File: src/rtl/uart_txf_pkg.sv
package uart_txf_pkg;

    typedef enum logic [2:0] {
        ST_IDLE,
        ST_START,
        ST_DATA,
        ST_PARITY,
        ST_STOP1,
        ST_STOP2
    } tx_state_e;

    typedef struct packed {
        logic [1:0] wlen;
        logic       par_en;
        logic       even;
        logic       stick;
        logic       two_stop;
    } frame_cfg_t;

    localparam int MIN_DATA_BITS = 5;

endpackage

File: src/rtl/txf_fifo.sv
module txf_fifo #(
    parameter int WIDTH = 8,
    parameter int DEPTH = 8
) (
    input  logic             clk,
    input  logic             rst_n,
    input  logic             deep_en,
    input  logic             push,
    input  logic [WIDTH-1:0] push_data,
    input  logic             pop,
    output logic [WIDTH-1:0] head,
    output logic             full,
    output logic             empty
);
    localparam int AW = (DEPTH > 1) ? $clog2(DEPTH) : 1;
    localparam int CW = $clog2(DEPTH + 1);
    localparam logic [AW-1:0] LAST_IDX = AW'(DEPTH - 1);

    logic [WIDTH-1:0] mem [DEPTH];
    logic [AW-1:0]    wr_ptr;
    logic [AW-1:0]    rd_ptr;
    logic [CW-1:0]    count;
    logic [CW-1:0]    capacity;

    assign capacity = deep_en ? CW'(DEPTH) : CW'(1);
    assign full     = (count >= capacity);
    assign empty    = (count == '0);
    assign head     = mem[rd_ptr];

    function automatic logic [AW-1:0] bump(input logic [AW-1:0] p);
        return (p == LAST_IDX) ? '0 : p + AW'(1);
    endfunction

    always_ff @(posedge clk) begin
        if (push) begin
            mem[wr_ptr] <= push_data;
        end
    end

    always_ff @(posedge clk) begin
        if (!rst_n) begin
            wr_ptr <= '0;
            rd_ptr <= '0;
            count  <= '0;
        end else begin
            if (push) begin
                wr_ptr <= bump(wr_ptr);
            end
            if (pop) begin
                rd_ptr <= bump(rd_ptr);
            end
            unique case ({push, pop})
                2'b10:   count <= count + CW'(1);
                2'b01:   count <= count - CW'(1);
                default: count <= count;
            endcase
        end
    end

endmodule

File: src/rtl/txf_parity.sv
module txf_parity
    import uart_txf_pkg::*;
#(
    parameter int WIDTH = 8
) (
    input  logic [WIDTH-1:0] data,
    input  logic [1:0]       wlen,
    input  logic             even,
    input  logic             stick,
    output logic             pbit
);
    logic [WIDTH-1:0] masked;
    logic             ones_odd;

    always_comb begin
        for (int i = 0; i < WIDTH; i++) begin
            masked[i] = (i < MIN_DATA_BITS + int'(wlen)) ? data[i] : 1'b0;
        end
    end

    assign ones_odd = ^masked;

    always_comb begin
        if (stick) begin
            pbit = ~even;
        end else if (even) begin
            pbit = ones_odd;
        end else begin
            pbit = ~ones_odd;
        end
    end

endmodule

File: src/rtl/txf_fsm.sv
module txf_fsm
    import uart_txf_pkg::*;
#(
    parameter int WIDTH = 8
) (
    input  logic             clk,
    input  logic             rst_n,
    input  logic             tick,
    input  logic             can_start,
    input  frame_cfg_t       cfg_in,
    input  logic [WIDTH-1:0] data_in,
    input  logic             pbit_in,
    output logic             load,
    output logic             line_bit,
    output logic             busy
);
    localparam int BCW = $clog2(WIDTH);

    tx_state_e        state, state_nx;
    logic [WIDTH-1:0] shreg;
    logic [BCW-1:0]   bitcnt;
    logic [BCW-1:0]   last_bit;
    frame_cfg_t       cfg_q;
    logic             pbit_q;
    logic             at_frame_end;

    assign last_bit     = BCW'(MIN_DATA_BITS - 1) + BCW'(cfg_q.wlen);
    assign at_frame_end = (state == ST_STOP2) ||
                          (state == ST_STOP1 && !cfg_q.two_stop);
    assign load         = tick && can_start &&
                          (state == ST_IDLE || at_frame_end);

    // next-state logic
    always_comb begin
        state_nx = state;
        unique case (state)
            ST_IDLE: begin
                if (tick && can_start) state_nx = ST_START;
            end
            ST_START: begin
                if (tick) state_nx = ST_DATA;
            end
            ST_DATA: begin
                if (tick && bitcnt == last_bit) begin
                    state_nx = cfg_q.par_en ? ST_PARITY : ST_STOP1;
                end
            end
            ST_PARITY: begin
                if (tick) state_nx = ST_STOP1;
            end
            ST_STOP1: begin
                if (tick) begin
                    if (cfg_q.two_stop) state_nx = ST_STOP2;
                    else                state_nx = can_start ? ST_START : ST_IDLE;
                end
            end
            ST_STOP2: begin
                if (tick) state_nx = can_start ? ST_START : ST_IDLE;
            end
            default: state_nx = ST_IDLE;
        endcase
    end

    // state register
    always_ff @(posedge clk) begin
        if (!rst_n) state <= ST_IDLE;
        else        state <= state_nx;
    end

    // frame datapath: capture on load, shift during data bits
    always_ff @(posedge clk) begin
        if (!rst_n) begin
            shreg  <= '0;
            bitcnt <= '0;
            cfg_q  <= '0;
            pbit_q <= 1'b0;
        end else if (load) begin
            shreg  <= data_in;
            bitcnt <= '0;
            cfg_q  <= cfg_in;
            pbit_q <= pbit_in;
        end else if (tick && state == ST_DATA) begin
            shreg  <= shreg >> 1;
            bitcnt <= bitcnt + BCW'(1);
        end
    end

    // outputs
    always_comb begin
        line_bit = 1'b1;
        unique case (state)
            ST_IDLE:   line_bit = 1'b1;
            ST_START:  line_bit = 1'b0;
            ST_DATA:   line_bit = shreg[0];
            ST_PARITY: line_bit = pbit_q;
            ST_STOP1:  line_bit = 1'b1;
            ST_STOP2:  line_bit = 1'b1;
            default:   line_bit = 1'b1;
        endcase
        busy = (state != ST_IDLE);
    end

endmodule

File: src/rtl/uart_tx_framer.sv
module uart_tx_framer
    import uart_txf_pkg::*;
#(
    parameter int DATA_W     = 8,
    parameter int FIFO_DEPTH = 8
) (
    input  logic              clk,
    input  logic              rst_n,
    input  logic              uart_en,
    input  logic              tx_en,
    input  logic              baud_tick,
    input  logic              wr_valid,
    input  logic [DATA_W-1:0] wr_data,
    output logic              wr_ready,
    input  logic [1:0]        lc_wlen,
    input  logic              lc_par_en,
    input  logic              lc_even,
    input  logic              lc_stick,
    input  logic              lc_two_stop,
    input  logic              lc_break,
    input  logic              lc_fifo_en,
    output logic              txd,
    output logic              busy,
    output logic              fifo_full,
    output logic              fifo_empty
);
    logic [DATA_W-1:0] head;
    logic              push;
    logic              load;
    logic              can_start;
    logic              pbit;
    logic              line_bit;
    frame_cfg_t        cfg_now;

    assign cfg_now   = '{wlen: lc_wlen, par_en: lc_par_en, even: lc_even,
                         stick: lc_stick, two_stop: lc_two_stop};
    assign wr_ready  = !fifo_full;
    assign push      = wr_valid && wr_ready;
    assign can_start = uart_en && tx_en && !fifo_empty && !lc_break;
    assign txd       = lc_break ? 1'b0 : line_bit;

    txf_fifo #(.WIDTH(DATA_W), .DEPTH(FIFO_DEPTH)) u_fifo (
        .clk       (clk),
        .rst_n     (rst_n),
        .deep_en   (lc_fifo_en),
        .push      (push),
        .push_data (wr_data),
        .pop       (load),
        .head      (head),
        .full      (fifo_full),
        .empty     (fifo_empty)
    );

    txf_parity #(.WIDTH(DATA_W)) u_par (
        .data  (head),
        .wlen  (lc_wlen),
        .even  (lc_even),
        .stick (lc_stick),
        .pbit  (pbit)
    );

    txf_fsm #(.WIDTH(DATA_W)) u_fsm (
        .clk       (clk),
        .rst_n     (rst_n),
        .tick      (baud_tick),
        .can_start (can_start),
        .cfg_in    (cfg_now),
        .data_in   (head),
        .pbit_in   (pbit),
        .load      (load),
        .line_bit  (line_bit),
        .busy      (busy)
    );

endmodule

File: config.mk
export PLATFORM = sky130hd
export DESIGN_NAME = uart_tx_framer
export DESIGN_NICKNAME = d
export VERILOG_FILES = /design/src/rtl/uart_txf_pkg.sv /design/src/rtl/txf_fifo.sv /design/src/rtl/txf_parity.sv /design/src/rtl/txf_fsm.sv /design/src/rtl/uart_tx_framer.sv
export SDC_FILE = /design/constraint.sdc
export NUM_CORES = 1
export LEC_CHECK = 0
export BUFFER_PORTS_ARGS = -buffer_cell sky130_fd_sc_hd__clkbuf_2
export CORE_MARGIN = 4
export CORE_UTILIZATION = 55
export CTS_BUF_LIST = sky130_fd_sc_hd__clkbuf_8
export CTS_CLUSTER_DIAMETER = 80
export DETAILED_ROUTE_END_ITERATION = 10
export GPL_TIMING_DRIVEN = 1
export PLACE_DENSITY_LB_ADDON = 0.15
export SLEW_MARGIN = 10
export SYNTH_ARGS = -nofsm -noshare
export SYNTH_HDL_FRONTEND = slang
export SYNTH_SLANG_ARGS = --single-unit
File: constraint.sdc
create_clock -name clk -period 4.1 [get_ports clk]
set_clock_uncertainty 0.05 [all_clocks]
set_input_delay 1.025 -clock clk [delete_from_list [all_inputs] [get_ports clk]]
set_output_delay 1.025 -clock clk [all_outputs]
set_load 0.005 [all_outputs]
### Word level (Yosys, flattened, before mapping)

Memories as Yosys holds them, arrays and structs flattened. A register that Yosys moved wholly into a read port is not among the register bits.
Index checks and enable logic that the tools add are counted.

| word-level totals | value |
|---|---|
| memories kept | 1 |
| output and inout bits | 5 |
| input bits | 22 |
| logic and storage cells | 101 |
| bits in registers | 29 |
| bits in writable memories | 64 |

| operators by class | value |
|---|---|
| order comparisons | 9 |
| reduce and logical (&&, ||, !) cells | 23 |
| $add $sub $neg | 7 |
| bitwise operators | 3 |
| equal/unequal tests | 16 |
| mux-type cells | 32 |

Memory list:

| memory | words | bits a word | read ports | clocked after memory_dff | write ports | line | RTL |
|---|---|---|---|---|---|---|---|
| u_fifo.mem | 8 | 8 | 1 | 1 | 1 | txf_fifo.sv:19 | `logic [WIDTH-1:0] mem [DEPTH];` |

Operators with widths:

| operator | number |
|---|---|
| $lt A4 B32 Y1 const A | 4 |
| $lt A3 B32 Y1 const A | 2 |
| $mux W3 | 12 |
| $lt A2 B32 Y1 const A | 1 |
| $pmux W3 S6 | 1 |
| $mux W8 | 2 |
| $mux W1 | 14 |
| $eq A3 B3 Y1 const B | 4 |
| $ne A2 B2 Y1 const B | 5 |
| $add A3 B1 Y3 const B | 3 |
| $logic_and A1 B1 Y1 | 9 |
| $pmux W4 S2 | 1 |
| $reduce_xor A8 Y1 | 1 |
| $eq A3 B2 Y1 const B | 2 |
| $reduce_and A6 Y1 | 1 |
| $add A3 B2 Y4 const A | 1 |
| $add A4 B1 Y4 const B | 1 |
| $ge A4 B4 Y1 | 1 |
| $logic_not A1 Y1 | 4 |
| $logic_not A4 Y1 | 1 |
| $lt A1 B4 Y1 const A | 1 |
| $mux W4 | 1 |
| $reduce_bool A2 Y1 | 2 |
| $sub A4 B1 Y4 const B | 1 |
| 12 further kinds | 15 |

### Logic depth before layout (Yosys ltp)

Gate-level depths: netlist (run 1).

| logic depth | value |
|---|---|
| word-level depth | 8 |
| gate-level depth with buffers | 12 |
| gate-level depth less buffers | 12 |

### Hierarchy

Synthesis (run 1) repeated with hierarchy kept, for this count alone.

| second synthesis, totals | value |
|---|---|
| cells, all modules | 308 |
| area total of the unflattened synthesis | 4300.4 um^2 |

By module, submodules not included:

| module | cells an instance | times used | sequential area each (um^2) | area an instance (um^2) |
|---|---|---|---|---|
| txf_fifo | 171 | 1 | 2182.1 | 3176.8 |
| txf_fsm | 120 | 1 | 380.4 | 958.4 |
| txf_parity | 13 | 1 | 0.0 | 133.9 |
| uart_tx_framer | 4 | 1 | 0.0 | 31.3 |

### Worst setup path after synthesis (run 1)

Ideal clock, no wire load.

| path | value |
|---|---|
| kind | input to register |
| start | in lc_fifo_en |
| end | reg u_fifo.count[3] |
| buffers on the path | 0 |
| cell stages on the path | 12 |
| data required time | 3.978 ns |
| data arrival time | 3.821 ns |
| library setup time | 0.072 ns |
| path slack | 0.157 ns |
| cells stage by stage | inv_1 ha_1 or4b_2 a21oi_1 nand2_1 ha_1 ha_1 a21o_1 a21oi_1 xnor2_1 or3_1 a21oi_1 |

| on the way | value |
|---|---|
| cells in the longest elaborated chain, start to end | 6 |
| elaborated cells on any way between the ends | 8 |
| classes of those cells | 1 x order compare; 2 x eq/ne; 2 x mux; 3 x reduce/logical |

RTL lines:

| what | line | RTL |
|---|---|---|
| from (decl) | uart_tx_framer.sv:21 | `input logic lc_fifo_en,` |
| $mux W4 * | txf_fifo.sv:25 | `assign capacity = deep_en ? CW'(DEPTH) : CW'(1);` |
| $ge A4 B4 Y1 * | txf_fifo.sv:26 | `assign full = (count >= capacity);` |
| $logic_not A1 Y1 * | uart_tx_framer.sv:37 | `assign wr_ready = !fifo_full;` |
| net wr_ready | uart_tx_framer.sv:14 | `output logic wr_ready,` |
| $logic_and A1 B1 Y1 * | uart_tx_framer.sv:38 | `assign push = wr_valid && wr_ready;` |
| $eq A2 B1 Y1 or $eq A2 B2 Y1 (tied branches) | txf_fifo.sv:52 | `unique case ({push, pop})` |
| $pmux W4 S2 or $reduce_bool A2 Y1 (tied branches) | -- |  |
| to (signal assigned) | txf_fifo.sv:53 | `2'b10: count <= count + CW'(1);` |
| to (signal assigned) | txf_fifo.sv:54 | `2'b01: count <= count - CW'(1);` |
| to (signal assigned) | txf_fifo.sv:55 | `default: count <= count;` |
| to (decl) | txf_fifo.sv:22 | `logic [CW-1:0] count;` |

Mark *: on every way through the listed nets, which the timed path passes. The rest lies on a longest branch.
A chain may end at the register's enable or synchronous reset.

### Final worst setup path (run 1)

| path | value |
|---|---|
| start | in lc_fifo_en |
| end | out fifo_full |

| on the way | value |
|---|---|
| cells in the longest elaborated chain, start to end | 2 |

RTL lines:

| what | line | RTL |
|---|---|---|
| $mux W4 | txf_fifo.sv:25 |  |
| $ge A4 B4 Y1 | txf_fifo.sv:26 |  |
| to (decl) | uart_tx_framer.sv:24 | `output logic fifo_full,` |

Every way passes these cells.

==> results of run 1 <==
[worst register-to-register path: cells and delay by family, from the launching register on]
family	cells	cell delay [ns]
AO/OA/AOI/OAI	4	0.68
XOR/XNOR	1	0.09
adder cells (fa/ha/maj)	3	0.81
buffers and inverters	1	0.11
flip-flops	1	0.41
AND/OR/NAND/NOR	3	1.01
[per-layer routing]
layer | GRT usage | vias to the layer above | part of all wire
met2 | 0.274 | 34 | 0.48
met3 | 0.0383 | 13 | 0.032
met5 | 0 | - | 0
met1 | 0.241 | 1208 | 0.47
met4 | 0.0735 | 0 | 0.023
li1 | - | 1228 | -
[state kept, by name (all words and copies together) (netlist names), named ones only]
name           flops
u_fifo.count       4
u_fifo.mem        64
u_fifo.rd_ptr      3
u_fifo.wr_ptr      3
u_fsm.bitcnt       3
u_fsm.cfg_q        4
u_fsm.pbit_q       1
u_fsm.shreg        8
u_fsm.state        3
[path summary, 6_finish.rpt]
| kind | startpoint | endpoint | slack (ns) |
|---|---|---|---|
| setup / recovery | lc_fifo_en | fifo_full | 0.52 |
| hold / removal | u_fifo.rd_ptr[1]$_SDFFE_PN0N_ | u_fifo.rd_ptr[1]$_SDFFE_PN0N_ | 0.44 |
| hold reg to reg | u_fifo.rd_ptr[1]$_SDFFE_PN0N_ | u_fifo.rd_ptr[1]$_SDFFE_PN0N_ | 0.44 |
| setup reg to reg | u_fifo.count[0]$_SDFFE_PN0P_ | u_fifo.count[3]$_SDFFE_PN0P_ | 0.87 |
[synth_stat cells, types with 6 or more instances]
| cell | number |
|---|---|
| nor2_1 | 19 |
| mux2i_1 | 12 |
| mux4_2 | 8 |
| xnor2_1 | 8 |
| edfxtp_1 | 64 |
| a21oi_1 | 19 |
| mux4_1 | 8 |
| ha_1 | 10 |
| and3_1 | 6 |
| inv_1 | 8 |
| nor3_1 | 6 |
| nand2_1 | 33 |
| clkbuf_1 | 6 |
| dfxtp_1 | 32 |
[power by group through the flow]
stage | combinational, W | clock [W] | sequential [W]
after floorplan | 0.000132 | 0 | 0.00109
after detailed placement | 0.000181 | 0 | 0.00110
after global placement | 0.000177 | 0 | 0.00110
after global routing | 0.000202 | 0.000698 | 0.00108
after CTS | 0.000181 | 0.000650 | 0.00108
final | 0.000179 | 0.000632 | 0.00108
[layout make-up]
cell class                 instances  share of cell area
sequential                        96               0.542
clock buffer                       9              0.0262
tap                               99              0.0262
clock inverter                     7              0.0198
inverter                          10             0.00793
multi-input combinational        186               0.330
timing repair buffer              39              0.0481
[cells by family (layout without fill, tap and decap cells)]
group	Yosys count	count (layout)	synth area share
buf+inv	23	65	0.0321
flops	96	96	0.603
compound gates	37	37	0.0545
simple gates	91	91	0.105
xor+xnor	14	14	0.0306
mux	33	33	0.140
fa+ha+maj	11	11	0.0342
[stage by stage]
stage / setup WS (ns) / instances / hold slack [ns]
2_1_floorplan: 0.157 / 305 / 0.400
3_3_place_gp: 0.302 / 430 / 0.410
3_5_place_dp: 0.205 / 430 / 0.421
4_1_cts: 0.499 / 446 / 0.437
5_1_grt: 0.432 / 446 / 0.466
6_report: 0.518 / 446 / 0.437
==> impl_metrics.toml, run 1 <==
[status]
status = "completed"

[worst_setup_path]
crit_type = "primary input to primary output"
cp-start-kind = "primary input"
path_max_fanout = 3
path_depth = 8
cp_data_required_time_ns = 3.02
crit_arrival_ns = 2.51
r2r_cells = 12
crit_slowest_cell = "or4b_2"
cpPeakStageDelay_ns = 0.61
path_buf_inv = 5
cp-end-kind = "primary output"
crit_chain = "clkbuf_2 -> inv_1 -> ha_1 -> or4b_2 -> a21oi_1 -> buf_4 -> inv_1 -> clkbuf_2"
critPathTopFamily = "simple AND/OR/NAND/NOR gates"

[placement]
gp_congestion = 0.795
port_buffers = 26
post_dp_cell_area_sq_um = 4510
dpl.hpwl_microns = 4930

[finish]
fillers = 594
nets = 375
fin_area_sq_um = 4730
multi_input_area_sq_um = 1560
syn_to_final_growth_pct = 11.4
seq_area_sq_um = 2560
fin_util = 0.642
n_antenna_cell = 0
final_common_cell = "edfxtp_1"
layout_common_cells = "edfxtp_1, nand2_1, dfxtp_1, clkbuf_2"
layout-drive-gt1-share = 0.213

[power]
p_int_w = 0.00139
powerDensity_nw_per_um2 = 400
power.share.clock = 0.334
p_leak_nw = 1.71
swShare = 0.267
p_switching_w = 0.000504
ir_worst_vdd_uv = 296
p_seq_frac = 0.571
power_w = 0.00189
power_frac_comb = 0.095

[worst_hold_path]
whs_path_depth = 2
hp-class = "flop to flop"

[floorplanning]
initial_core_util = 0.576
die_w_microns = 95.9
rows = 31
die_h_microns = 95.9
ioPinCount = 27
die-area_sq_um = 9190
core_sq_um = 7370

[detailed_routing]
drt-initial-drc-count = 120
drtAntennaViolNets = 0
routed_wl_microns = 7250
drc = 0
routedWlPerCell_microns = 16.3
drt_pre_antenna_iters = 4
avgViaCountPerCell = 5.57
vias = 2483

[grt]
grt_max_degree = 22
overflow = 0
grt_pass1_vias = 2447
antenna_found_initial = 0
track_usage = 0.176
grt_pass1_wl_microns = 12000

[clocking]
hold_buffers = 0
numCtsBuffers = 9
cts.sinks = 96
clk-insertion-delay-late_ns = 0.37
cts_tree = "done"
clkSlewWorstSetupHoldPaths_ns = 0.10
clockBufferDepth = 2
cts_resized = 0
post-cts-setup-buffers = 0
cts_max_level = 3
root_buffer = "clkbuf_8"

[synthesis]
syn_nets = 338
synthFlopType = "edfxtp_1"
synth-async-reset-ratio = 0
syn_inst = 305
synth_cell_type_count = 51
synth_top_area_frac = 0.452
yosys_warnings = 0
ys_seq_area_frac = 0.603
netlist_top_cells_area = "edfxtp_1, dfxtp_1, mux4_1"
synth_top_area_cell = "edfxtp_1"
synth_area_sq_um = 4250
syn_avg_cell_area_sq_um = 13.9
synth_edf_count = 64
synth_seq_cells = 96

[sta]
setup_viol = 0
setup_tns_ns = 0
worst_pin_slew_ns = 0.816
hold_viol_final = 0
report.final.slew_viol_count = 0
rsz0062_at_grt = "false"
final.min_clock_period_ns = 3.58
relSlewSlack = 0.455
period_share = 0.874
max_freq_ghz = 0.279

[run]
drv_cap = 0
No activity file was read; power rests on OpenSTA's default activity.
==> run 2: changes to the inputs <==
--- a/config.mk
+++ b/config.mk
@@ -11,4 +11,5 @@
 export CTS_BUF_LIST = sky130_fd_sc_hd__clkbuf_8
 export CTS_CLUSTER_DIAMETER = 80
+export CTS_CLUSTER_SIZE = 14
 export DETAILED_ROUTE_END_ITERATION = 10
 export GPL_TIMING_DRIVEN = 1
==> constraint.sdc (replaced) <==
create_clock -name clk -period 4.1 [get_ports clk]
set_clock_uncertainty 0.05 [all_clocks]
set_input_delay 0.41 -clock clk [delete_from_list [all_inputs] [get_ports clk]]
set_output_delay 0.41 -clock clk [all_outputs]
set_load 0.005 [all_outputs]
==> impl_metrics.toml, run 2 (synthesis results as in run 1) <==
[status]
status = "completed"

[grt]
grt_pass1_vias = 2432
antenna_found_initial = 0
grt_max_degree = 21
track_usage = 0.185
overflow = 0
grt_pass1_wl_microns = 12300

[sta]
report.final.slew_viol_count = 0
period_share = 0.876
worst_pin_slew_ns = 0.786
setup_viol = 0
final.min_clock_period_ns = 3.59
relSlewSlack = 0.475
hold_viol_final = 0
rsz0062_at_grt = "false"
max_freq_ghz = 0.278
setup_tns_ns = 0

[clocking]
cts.sinks = 96
clk-insertion-delay-late_ns = 0.37
cts_max_level = 3
clkSlewWorstSetupHoldPaths_ns = 0.10
numCtsBuffers = 9
hold_buffers = 0
root_buffer = "clkbuf_8"
cts_resized = 0
post-cts-setup-buffers = 0
cts_tree = "done"
clockBufferDepth = 2

[finish]
largestRegisters = "u_fifo.mem (64), u_fsm.shreg (8)"
stdcell_count = 444
layout-drive-gt1-share = 0.209
largest_register_ffs = 64
multi_input_area_sq_um = 1560
fin_area_sq_um = 4700
seq_area_sq_um = 2560
fin_util = 0.638
final_common_cell = "edfxtp_1"
fillers = 577
nets = 373
layout_common_cells = "edfxtp_1, nand2_1, dfxtp_1, clkbuf_2"
n_antenna_cell = 0
syn_to_final_growth_pct = 10.7
top_register = "u_fifo.mem"

[floorplanning]
ioPinCount = 27
core_sq_um = 7370
initial_core_util = 0.576
die_h_microns = 95.9
rows = 31
die-area_sq_um = 9190
die_w_microns = 95.9

[detailed_routing]
drtAntennaViolNets = 0
drt-initial-drc-count = 132
drt_pre_antenna_iters = 4
drc = 0
avgViaCountPerCell = 5.69
routedWlPerCell_microns = 17.1
vias = 2528
routed_wl_microns = 7580

[power]
p_leak_nw = 1.69
powerDensity_nw_per_um2 = 399
ir_worst_vdd_uv = 237

[placement]
dpl.hpwl_microns = 5130
port_buffers = 26
post_dp_cell_area_sq_um = 4500
gp_congestion = 0.778
dp_cells = 428

[worst_setup_path]
rrSetupSlack_ns = 0.51
cp-end-kind = "flop"
cp_data_required_time_ns = 4.34
cp-start-kind = "flop"
crit_arrival_ns = 3.83
crit_slowest_cell = "or4b_2"
cpPeakStageDelay_ns = 0.60
path_max_fanout = 10
crit_type = "flop to flop"
crit_chain = "inv_1 -> ha_1 -> or4b_2 -> a21oi_1 -> nand2_1 -> ha_1 -> ha_1 -> a21o_1 -> a21oi_1 -> xnor2_1 -> or3_1 -> a21oi_1"

[worst_hold_path]
hp-class = "primary input to flop"

[run]
drv_cap = 0
==> run 2: cell count changes in the layout (fill, tap and decap cells not counted), sizes merged <==
cell,change
clkinvlp,+1
buf,-2
inv,+1
clkinv,-2
==> run 2: per-stage QoR <==
| stage | hold WS (ns) | total power, W | setup slack (ns) |
|---|---|---|---|
| 3_3_place_gp | 0.413 | 0.00128 | 0.577 |
| 3_5_place_dp | 0.423 | 0.00128 | 0.440 |
| 2_1_floorplan | 0.400 | 0.00122 | 0.772 |
| 6_report | 0.203 | 0.00188 | 0.508 |
| 5_1_grt | 0.205 | 0.00196 | 0.300 |
| 4_1_cts | 0.190 | 0.00189 | 0.491 |
==> run 2: layout make-up <==
type,instances,area share
multi-input cells,186,0.332
clock buffers,9,0.0263
well taps,99,0.0263
flip-flops and latches,96,0.545
clock inverters,7,0.0170
inverters,10,0.00798
repair buffers,37,0.0452
==> run 2: worst paths after layout <==
path                                      from                      endpoint  depth (start not counted)
setup / recovery  u_fifo.count[0]$_SDFFE_PN0P_  u_fifo.count[3]$_SDFFE_PN0P_                         12
hold / removal                       lc_par_en   u_fsm.cfg_q[3]$_SDFFE_PN0N_                          3
setup reg to reg  u_fifo.count[0]$_SDFFE_PN0P_  u_fifo.count[3]$_SDFFE_PN0P_                         12
hold reg to reg    u_fsm.cfg_q[5]$_SDFFE_PN0N_   u_fsm.cfg_q[5]$_SDFFE_PN0N_                          2
==> run 2: where the power goes <==
part           internal (W)  switching (W)  leakage [nW]
combinational     0.0000812      0.0000989         0.753
clock              0.000243       0.000372        0.0998
sequential          0.00105      0.0000257         0.837
==> run 2: per-layer routing <==
| layer | vias to the layer above | share of wire | track usage |
|---|---|---|---|
| met4 | 0 | 0.015 | 0.0746 |
| met2 | 54 | 0.47 | 0.285 |
| met3 | 11 | 0.041 | 0.0375 |
| li1 | 1227 | - | - |
| met1 | 1236 | 0.47 | 0.258 |
| met5 | - | 0 | 0 |
==> run 2: worst max-delay path: cells and delay by family, from the launching register on <==
family / cells / cell delay (ns)
and+or+nand+nor: 3 / 1.20
adders and majority gates: 3 / 0.90
AOI/OAI and AO/OA: 4 / 0.80
DFF: 1 / 0.39
buffers and inverters: 1 / 0.11
xor gates and xnor gates: 1 / 0.09
==> run 3: changes to the inputs <==
RECOVER_POWER = 25   (was default)
==> impl_metrics.toml, run 3 (synthesis results as in run 1) <==
[sta]
hold_viol_final = 0
max_freq_ghz = 0.278
period_share = 0.877
report.final.slew_viol_count = 0
hold_slack_ns = 0.201
setup_tns_ns = 0
worst_pin_slew_ns = 0.782
rsz0062_at_grt = "false"
relSlewSlack = 0.478
setup_ws_ns = 0.503
setup_viol = 0
final.min_clock_period_ns = 3.60

[floorplanning]
initial_core_util = 0.576
ioPinCount = 27
rows = 31
die_w_microns = 95.9
die-area_sq_um = 9190
core_sq_um = 7370
die_h_microns = 95.9

[worst_setup_path]
crit_path_start = "u_fifo.count[0]$_SDFFE_PN0P_"
crit_arrival_ns = 3.84
crit_chain = "inv_1 -> ha_1 -> or4b_2 -> a21oi_1 -> nand2_1 -> ha_1 -> ha_1 -> a21o_1 -> a21oi_1 -> xnor2_1 -> or3_1 -> a21oi_1"
r2r_cells = 12
path_max_fanout = 10
crit_type = "flop to flop"
rrSetupSlack_ns = 0.50
cp-start-kind = "flop"
crit_slowest_cell = "or4b_2"
endpoint = "u_fifo.count[3]$_SDFFE_PN0P_"
cpPeakStageDelay_ns = 0.60
cp_data_required_time_ns = 4.34
r2r_end = "u_fifo.count[3]$_SDFFE_PN0P_"
rr_startpoint = "u_fifo.count[0]$_SDFFE_PN0P_"
cp-end-kind = "flop"

[clocking]
cts_max_level = 3
clk-insertion-delay-late_ns = 0.37
cts.sinks = 96
clkSlewWorstSetupHoldPaths_ns = 0.10
clockBufferDepth = 2
cts_resized = 0
hold_buffers = 0
post-cts-setup-buffers = 0
numCtsBuffers = 9
root_buffer = "clkbuf_8"
cts_tree = "done"

[power]
power_w = 0.00188
ir_worst_vdd_uv = 235
p_leak_nw = 1.67
powerDensity_nw_per_um2 = 400

[placement]
port_buffers = 26
place_ws_ns = 0.440
dpl.hpwl_microns = 5130
gp_congestion = 0.778
dp_cells = 428

[detailed_routing]
drt_pre_antenna_iters = 4
vias = 2528
avgViaCountPerCell = 5.69
drtAntennaViolNets = 0
drc = 0
drt-initial-drc-count = 137
routedWlPerCell_microns = 17.0
routed_wl_microns = 7560

[finish]
stdcell_count = 444
top_register = "u_fifo.mem"
syn_to_final_growth_pct = 10.5
largest_register_ffs = 64
n_antenna_cell = 0
final_common_cell = "edfxtp_1"
largestRegisters = "u_fifo.mem (64), u_fsm.shreg (8)"
layout_common_cells = "edfxtp_1, nand2_1, dfxtp_1"
fillers = 578
layout-drive-gt1-share = 0.188
nets = 373

[grt]
met1_usage = 0.258
antenna_found_initial = 0
grt_pass1_wl_microns = 12300
grt_pass1_vias = 2432
overflow = 0
track_usage = 0.185
use_met2 = 0.285
top_usage_layer = "met2"
grtUsageMet3 = 0.0375
grt_max_degree = 21

[run]
drv_cap = 0

[worst_hold_path]
hp-class = "primary input to flop"

[status]
status = "completed"
==> run 3: layout make-up <==
class                      count  area (sq um)  share of cell area
timing repair buffer          37           204              0.0435
inverter                      10          37.5             0.00800
tap                           99           124              0.0264
clock inverter                 7          80.1              0.0171
sequential                    96          2560               0.546
multi-input combinational    186          1560               0.333
clock buffer                   9           124              0.0264
==> run 3: how the worst min path moves through the flow <==
stage,start,to,slack [ns],cells after the start
5_1_grt,lc_par_en,u_fsm.cfg_q[3]$_SDFFE_PN0N_,0.21,3
3_5_place_dp,u_fifo.rd_ptr[1]$_SDFFE_PN0N_,u_fifo.rd_ptr[1]$_SDFFE_PN0N_,0.42,2
3_3_place_gp,u_fsm.cfg_q[0]$_SDFFE_PN0N_,u_fsm.cfg_q[0]$_SDFFE_PN0N_,0.41,2
4_1_cts,lc_par_en,u_fsm.cfg_q[3]$_SDFFE_PN0N_,0.19,3
2_1_floorplan,u_fsm.cfg_q[5]$_SDFFE_PN0N_,u_fsm.cfg_q[5]$_SDFFE_PN0N_,0.40,2
6_report,lc_par_en,u_fsm.cfg_q[3]$_SDFFE_PN0N_,0.20,3
==> run 3: per-stage QoR <==
stage | util | cell area (sq um)
2_1_floorplan | - | 4250
3_3_place_gp | 0.610 | 4500
3_5_place_dp | 0.610 | 4500
4_1_cts | 0.638 | 4700
5_1_grt | 0.637 | 4690
6_report | 0.637 | 4690
==> run 3: power breakdown <==
part           internal (W)  leakage [nW]  switching (W)
registers           0.00105         0.837      0.0000258
logic             0.0000803         0.733      0.0000989
clock network      0.000243        0.0998       0.000373
total               0.00138          1.67       0.000498
==> run 3: critical path: cells and delay by family, from the launching register on <==
family / cells / cell delay (ns)
compound gates: 4 / 0.81
flops: 1 / 0.39
xor+xnor: 1 / 0.09
buf+inv: 1 / 0.11
simple gates: 3 / 1.20
fa+ha+maj: 3 / 0.90
==> run 3: routing by layer <==
metal	routed length, microns	vias to the layer above
met3	362	11
met4	114	0
met5	0	-
li1	-	1223
met2	3570	59
met1	3520	1235
